===== config.mk =====
export PLATFORM = sky130hd
export DESIGN_NAME = pixclk_frac_gen
export DESIGN_NICKNAME = d
export VERILOG_FILES = /design/src/rtl/pcd_pkg.sv /design/src/rtl/pcd_frac_stage.sv /design/src/rtl/pcd_post_stage.sv /design/src/rtl/pcd_out_stage.sv /design/src/rtl/pixclk_frac_gen.sv
export SDC_FILE = /design/constraint.sdc
export NUM_CORES = 1
export LEC_CHECK = 0
export BUFFER_PORTS_ARGS = -buffer_cell sky130_fd_sc_hd__buf_4
export CAP_MARGIN = 20
export CORE_ASPECT_RATIO = 0.5
export CORE_UTILIZATION = 55
export DETAILED_ROUTE_END_ITERATION = 8
export PLACE_DENSITY = 0.74
export SLEW_MARGIN = 25
export SYNTH_ARGS = -nofsm -noshare
export SYNTH_HDL_FRONTEND = slang
export SYNTH_SLANG_ARGS = --single-unit
export TNS_END_PERCENT = 100

===== constraint.sdc =====
create_clock -name clk -period 6.6 [get_ports clk]
set_clock_uncertainty 0.1 [all_clocks]
set_input_delay 0.33 -clock clk [delete_from_list [all_inputs] [get_ports clk]]
set_output_delay 0.33 -clock clk [all_outputs]
set_load 0.03 [all_outputs]

===== src/rtl/pcd_pkg.sv =====
package pcd_pkg;
  typedef enum logic {
    EDGE_RISE = 1'b0,
    EDGE_FALL = 1'b1
  } launch_edge_e;
endpackage


===== src/rtl/pcd_frac_stage.sv =====
module pcd_frac_stage #(
  parameter int N_W  = 8,
  parameter int FR_W = 6
) (
  input  logic            clk,
  input  logic            rst,
  input  logic            en,
  input  logic [N_W-1:0]  n_fld,
  input  logic [FR_W-1:0] den,
  input  logic [FR_W-1:0] num,
  output logic            tick
);
  localparam int CNT_W = N_W + 1;
  localparam int ACC_W = FR_W + 1;
  localparam logic [CNT_W-1:0] N_FULL = CNT_W'(1) << N_W;
  localparam logic [CNT_W-1:0] N_MIN  = CNT_W'(2);

  logic [CNT_W-1:0] cnt_q, n_eff, len_m1;
  logic [ACC_W-1:0] acc_q, acc_sum, acc_nxt;
  logic             frac_on, extra, tick_q;

  // Decode the integer field and decide whether this period is stretched.
  always_comb begin
    if (n_fld == '0)            n_eff = N_FULL;
    else if (n_fld == N_W'(1))  n_eff = N_MIN;
    else                        n_eff = {1'b0, n_fld};
    frac_on = (den != '0) && (num != '0);
    acc_sum = acc_q + {1'b0, num};
    extra   = frac_on && (acc_sum >= {1'b0, den});
    if (!frac_on)   acc_nxt = '0;
    else if (extra) acc_nxt = acc_sum - {1'b0, den};
    else            acc_nxt = acc_sum;
    len_m1  = n_eff - CNT_W'(1) + {{(CNT_W-1){1'b0}}, extra};
  end

  // Settings are sampled only when the count reaches zero (period boundary).
  always_ff @(posedge clk) begin
    if (rst) begin
      cnt_q  <= '0;
      acc_q  <= '0;
      tick_q <= 1'b0;
    end else if (en) begin
      if (cnt_q == '0) begin
        cnt_q  <= len_m1;
        acc_q  <= acc_nxt;
        tick_q <= 1'b1;
      end else begin
        cnt_q  <= cnt_q - CNT_W'(1);
        tick_q <= 1'b0;
      end
    end
  end

  assign tick = tick_q;

  // a tick never lasts longer than one enabled cycle
  a_r1_tick_single: assert property (@(posedge clk) disable iff (rst)
    (en && tick_q) |=> !tick_q);

  // gating freezes the divider state
  a_r8_gate_freeze: assert property (@(posedge clk) disable iff (rst)
    !en |=> ($stable(cnt_q) && $stable(acc_q) && $stable(tick_q)));
endmodule


===== src/rtl/pcd_post_stage.sv =====
module pcd_post_stage #(
  parameter int PD_W = 6
) (
  input  logic            clk,
  input  logic            rst,
  input  logic            en,
  input  logic            tick,
  input  logic [PD_W-1:0] pd_fld,
  output logic            raw_high
);
  localparam int MW = PD_W + 1;
  localparam logic [MW-1:0] M_MIN = MW'(2);

  logic [PD_W-1:0] pos_q;
  logic [MW-1:0]   m_q, m_in;
  logic            first_q, wrap;

  always_comb begin
    if (pd_fld == '0) m_in = M_MIN;
    else              m_in = {1'b0, pd_fld} + MW'(1);
    wrap     = first_q || ({1'b0, pos_q} == (m_q - MW'(1)));
    raw_high = !first_q && ({1'b0, pos_q} < (m_q >> 1));
  end

  // The post-divide value is taken only when a pixel period begins.
  always_ff @(posedge clk) begin
    if (rst) begin
      pos_q   <= '0;
      m_q     <= M_MIN;
      first_q <= 1'b1;
    end else if (en && tick) begin
      if (wrap) begin
        pos_q   <= '0;
        m_q     <= m_in;
        first_q <= 1'b0;
      end else begin
        pos_q   <= pos_q + PD_W'(1);
      end
    end
  end

  // the tick position stays inside the latched pixel period
  a_r4_phase_in_range: assert property (@(posedge clk) disable iff (rst)
    !first_q |-> ({1'b0, pos_q} < m_q));
endmodule


===== src/rtl/pcd_out_stage.sv =====
module pcd_out_stage
  import pcd_pkg::*;
(
  input  logic clk,
  input  logic rst,
  input  logic en,
  input  logic xfer,
  input  logic idle_high,
  input  logic launch_fall,
  input  logic raw_high,
  output logic pix_clk,
  output logic pix_strobe
);
  launch_edge_e sel;
  logic raw_d, pix_q, stb_q, edge_hit;

  always_comb begin
    sel = launch_edge_e'(launch_fall);
    case (sel)
      EDGE_FALL: edge_hit = raw_d && !raw_high;
      default:   edge_hit = !raw_d && raw_high;
    endcase
  end

  always_ff @(posedge clk) begin
    if (rst) begin
      raw_d <= 1'b0;
      pix_q <= 1'b0;
      stb_q <= 1'b0;
    end else if (en) begin
      raw_d <= raw_high;
      pix_q <= xfer ? raw_high : idle_high;
      stb_q <= xfer && edge_hit;
    end
  end

  assign pix_clk    = pix_q;
  assign pix_strobe = stb_q;

  // idle level follows the programmed value
  a_r6_idle_level: assert property (@(posedge clk) disable iff (rst)
    (en && !xfer) |=> (pix_clk == $past(idle_high)));

  // no launch strobe outside a transfer
  a_r6_quiet_strobe: assert property (@(posedge clk) disable iff (rst)
    (en && !xfer) |=> !pix_strobe);
endmodule


===== src/rtl/pixclk_frac_gen.sv =====
module pixclk_frac_gen #(
  parameter int N_W  = 8,
  parameter int FR_W = 6,
  parameter int PD_W = 6
) (
  input  logic            clk,
  input  logic            rst,
  input  logic            clk_en,
  input  logic            xfer_active,
  input  logic [N_W-1:0]  div_int,
  input  logic [FR_W-1:0] div_den,
  input  logic [FR_W-1:0] div_num,
  input  logic [PD_W-1:0] post_div,
  input  logic            idle_high,
  input  logic            launch_falling,
  output logic            pix_clk,
  output logic            pix_strobe,
  output logic            div_tick
);
  logic tick_w, raw_w;

  pcd_frac_stage #(.N_W(N_W), .FR_W(FR_W)) u_frac (
    .clk   (clk),
    .rst   (rst),
    .en    (clk_en),
    .n_fld (div_int),
    .den   (div_den),
    .num   (div_num),
    .tick  (tick_w)
  );

  pcd_post_stage #(.PD_W(PD_W)) u_post (
    .clk      (clk),
    .rst      (rst),
    .en       (clk_en),
    .tick     (tick_w),
    .pd_fld   (post_div),
    .raw_high (raw_w)
  );

  pcd_out_stage u_out (
    .clk         (clk),
    .rst         (rst),
    .en          (clk_en),
    .xfer        (xfer_active),
    .idle_high   (idle_high),
    .launch_fall (launch_falling),
    .raw_high    (raw_w),
    .pix_clk     (pix_clk),
    .pix_strobe  (pix_strobe)
  );

  assign div_tick = tick_w;
endmodule


==> results.sh <==
export IMPL_antenna_found_initial=0
export IMPL_rr_worst_depth=19
export IMPL_grt_start_max_net_pins=30
export IMPL_hp_class="primary input to flop"
export IMPL_path_clk_slew_ns=0.07
export IMPL_p_seq_share_pct=25.0
export IMPL_grt_pass1_vias=2414
export IMPL_synthesis_nets=414
export IMPL_viasPerCell=5.74
export IMPL_post_dp_hpwl_um=4920
export IMPL_irDropWorstVdd_v=0.000320
export IMPL_path_common_cell="ha_1"
export IMPL_crit_buf_inv=2
export IMPL_synth_ff_type="dfxtp_1"
export IMPL_drc_errors=0
export IMPL_num_vias=2613
export IMPL_place_congestion=0.928
export IMPL_p_int_w=0.000672
export IMPL_hold_end="u_out.pix_clk$_SDFFE_PP0P_"
export IMPL_switchingPower_w=0.000539
export IMPL_slowest_stage="fa_1"
export IMPL_avgSynthCellArea_um2=7.84
export IMPL_rsz0062_at_grt="no"
export IMPL_path_cells="ha_1 -> inv_1 -> fa_1 -> nor2b_1 -> o31a_1 -> a21oi_1 -> ha_1 -> nand4_1 -> nor2_1 -> a2111oi_2 -> a31oi_1 -> inv_1 -> ha_1 -> ha_1 -> nand2_1 -> xnor2_1 -> nor3_1 -> or3_1 -> a21oi_1"
export IMPL_min_delay_path_depth=3
export IMPL_routed_wl_um=6270
export IMPL_tightestPinTransition_ns=0.614
export IMPL_pwr_density_cell_nw_per_um2=381
export IMPL_worstSetupPathType="flop to flop"
export IMPL_synth_edf_count=0
export IMPL_drive_gt1_share_pct=14.9
export IMPL_cts_root_buf="clkbuf_8"
export IMPL_switching_share_pct=44.5
export IMPL_synth_cell_type_count=57
export IMPL_max_stage_delay_ns=0.40
export IMPL_first_pass_iters=4
export IMPL_coreArea_um2=4640
export IMPL_nets=448
export IMPL_die_x_um=103
export IMPL_min_from="idle_high"
export IMPL_worst_setup_path_end_kind="flop"
export IMPL_grt_overflow_total=0
export IMPL_initial_core_util_pct=60.2
export IMPL_port_buffers=34
export IMPL_power_frac_comb_pct=62.4
export IMPL_setup_viol=0
export IMPL_diodes=0
export IMPL_status="finished clean"
export IMPL_yosysWarnings=0
export IMPL_grt_usage_pct=25.8
export IMPL_regToRegSetupSlack_ns=2.59
export IMPL_worstPathRequired_ns=6.71
export IMPL_hold_buffers=0
export IMPL_reg2reg_from="u_frac.acc_q[0]$_SDFFE_PP0P_"
export IMPL_synthToLayoutAreaGrowth_pct=13.8
export IMPL_period_share_pct=60.8
export IMPL_wire_per_inst_um=13.8
export IMPL_htree_levels=2
export IMPL_cp_top_family="adder cells"
export IMPL_cts_tree="yes"
export IMPL_finalPower_w=0.00121
export IMPL_worstPathMaxFanout=5
export IMPL_multiInputGateArea_um2=1970
export IMPL_post_cts_resized=0
export IMPL_post_cts_buffers=0
export IMPL_io_pins=35
export IMPL_fmax_mhz=249
export IMPL_setup_tns_ns=0
export IMPL_clock_sinks=34
export IMPL_drtIter0Drc=102
export IMPL_grt_pass1_wl_um=10600
export IMPL_clock_power_share_pct=12.6
export IMPL_synthCells=356
export IMPL_die_area_um2=5380
export IMPL_cts_max_path_buffers=2
export IMPL_yosysSeqAreaShare_pct=24.4
export IMPL_insertion_delay_ns=0.29
export IMPL_r2r_end="u_frac.cnt_q[6]$_SDFFE_PP0P_"
export IMPL_finalHoldViolations=0
export IMPL_synth_seq_cells=34
export IMPL_rows=17
export IMPL_n_fill_cell=398
export IMPL_p_leak_nw=1.32
export IMPL_postRouteAntennaNets=0
export IMPL_start_kind="flop"
export IMPL_maxCapViolCount=0
export IMPL_cts_made_buffers=5
export IMPL_die_y_um=52.4
export IMPL_slew_violations=0
export IMPL_ys_async_sr_fraction_pct=0
export IMPL_netlist_area_um2=2790
export IMPL_ff_latch_area_um2=681
export IMPL_maxSlewHeadroom_pct=59.0
export IMPL_crit_arrival_ns=4.13
export IMPL_min_period_ns=4.01
==> cells in the mapped netlist, drive strengths merged, types with 3 or more instances <==
library cell / n / area, µm²
a211oi: 7 / 72.6
a21oi: 17 / 85.1
a311oi: 3 / 32.5
a31oi: 4 / 25.0
clkbuf: 5 / 18.8
dfxtp: 34 / 681
ha: 24 / 300
inv: 29 / 109
mux2i: 11 / 110
nand2: 37 / 139
nand3: 10 / 55.1
nand4: 3 / 18.8
nor2: 37 / 139
nor2b: 10 / 62.6
nor3: 7 / 35.0
nor3b: 3 / 22.5
nor4: 7 / 43.8
o211ai: 7 / 52.6
o21a: 4 / 30.0
o21ai: 22 / 110
o31a: 4 / 35.0
o31ai: 4 / 35.0
or2: 5 / 31.3
or3: 4 / 25.0
xnor2: 13 / 114
xor2: 8 / 70.1
==> worst reg2reg max path, delay by kind of cell, from the launching register on <==
| kind | cells | cell delay, ns |
|---|---|---|
| compound gates | 5 | 1.02 |
| xor+xnor | 1 | 0.16 |
| fa+ha+maj | 5 | 1.38 |
| buf+inv | 2 | 0.15 |
| flops | 1 | 0.33 |
| simple gates | 6 | 0.80 |
==> power by group through the flow <==
| stage | Sequential, W | Combinational, W | Clock (W) |
|---|---|---|---|
| floorplan | 0.000299 | 0.000598 | 0 |
| global placement | 0.000304 | 0.000724 | 0 |
| detailed placement | 0.000306 | 0.000749 | 0 |
| CTS | 0.000303 | 0.000752 | 0.000158 |
| global route | 0.000312 | 0.000847 | 0.000165 |
| finish | 0.000303 | 0.000755 | 0.000153 |
==> sequential cells by signal, indices dropped and copies added (netlist names) <==
signal            flops
u_frac.acc_q          7
u_out.pix_clk         1
u_out.pix_strobe      1
u_out.raw_d           1
u_post.first_q        1
u_post.pos_q          6
u_frac.cnt_q          9
u_frac.tick           1
u_post.m_q            7
==> metal layers <==
layer | up-vias | GRT usage [%] | wire [µm] | share of wire [%]
met5 | - | 0 | 0 | 0
met1 | 1212 | 31.8 | 3000 | 48
met2 | 42 | 45.1 | 2980 | 48
li1 | 1347 | - | - | -
met4 | 0 | 10.1 | 102 | 1.6
met3 | 12 | 4.93 | 186 | 3.0
==> through the flow <==
step	instance area (µm²)	worst slack, ns	instances	hold WS (ns)	util, %
floorplan	2790	2.96	356	0.329	-
global placement	3100	2.69	449	0.341	66.8
detailed placement	3100	2.52	449	0.343	66.8
CTS	3180	2.61	455	0.240	68.5
global route	3180	2.31	455	0.243	68.5
finish	3180	2.59	455	0.239	68.5
==> cell type report <==
class / count / area share (%)
inverters: 29 / 3.43
repair buffers: 34 / 8.03
well taps: 66 / 2.60
multi-input cells: 286 / 61.9
flip-flops and latches: 34 / 21.4
clock buffers: 6 / 2.60
==> logic make-up (layout without fill, tap and decap cells) <==
logic type	count (synthesis)	in the layout	synth area share [%]
fa+ha+maj	26	26	12.2
mux	13	13	4.75
buf+inv	36	69	5.15
simple gates	139	139	25.1
xor+xnor	21	21	6.59
compound gates	87	87	21.9
flops	34	34	24.4
==> worst max-delay path by stage <==
stage | from | end | slack (ns) | cells past startpoint
after floorplan | div_num[0] | u_frac.cnt_q[6]$_SDFFE_PP0P_ | 2.96 | 19
after global placement | div_num[0] | u_frac.cnt_q[6]$_SDFFE_PP0P_ | 2.69 | 20
after detailed placement | div_num[0] | u_frac.cnt_q[6]$_SDFFE_PP0P_ | 2.52 | 20
after CTS | u_frac.acc_q[0]$_SDFFE_PP0P_ | u_frac.cnt_q[6]$_SDFFE_PP0P_ | 2.61 | 19
after global routing | u_frac.acc_q[0]$_SDFFE_PP0P_ | u_frac.cnt_q[6]$_SDFFE_PP0P_ | 2.31 | 19
final | u_frac.acc_q[0]$_SDFFE_PP0P_ | u_frac.cnt_q[6]$_SDFFE_PP0P_ | 2.59 | 19
==> cells in the final DEF (no fill, tap or decap), types with 3 or more instances in the layout <==
master	netlist	layout
a31oi_1	4	4
xnor2_1	13	13
or3_1	4	4
nor2b_1	10	10
o21ai_0	20	20
a21oi_1	17	17
o211ai_1	7	7
nor4_1	7	7
nand2_1	37	37
o31a_1	4	4
ha_1	24	24
or2_2	5	5
nand4_1	3	3
o21a_1	4	4
buf_4	0	34
xor2_1	8	8
nor3b_1	3	3
o31ai_1	3	3
dfxtp_1	34	34
a211oi_1	3	3
a211oi_2	4	4
nor2_1	37	37
mux2i_1	11	11
clkbuf_8	0	6
nand3_1	9	9
inv_1	29	29
nor3_1	7	7
(Power assumes the default switching activity.)
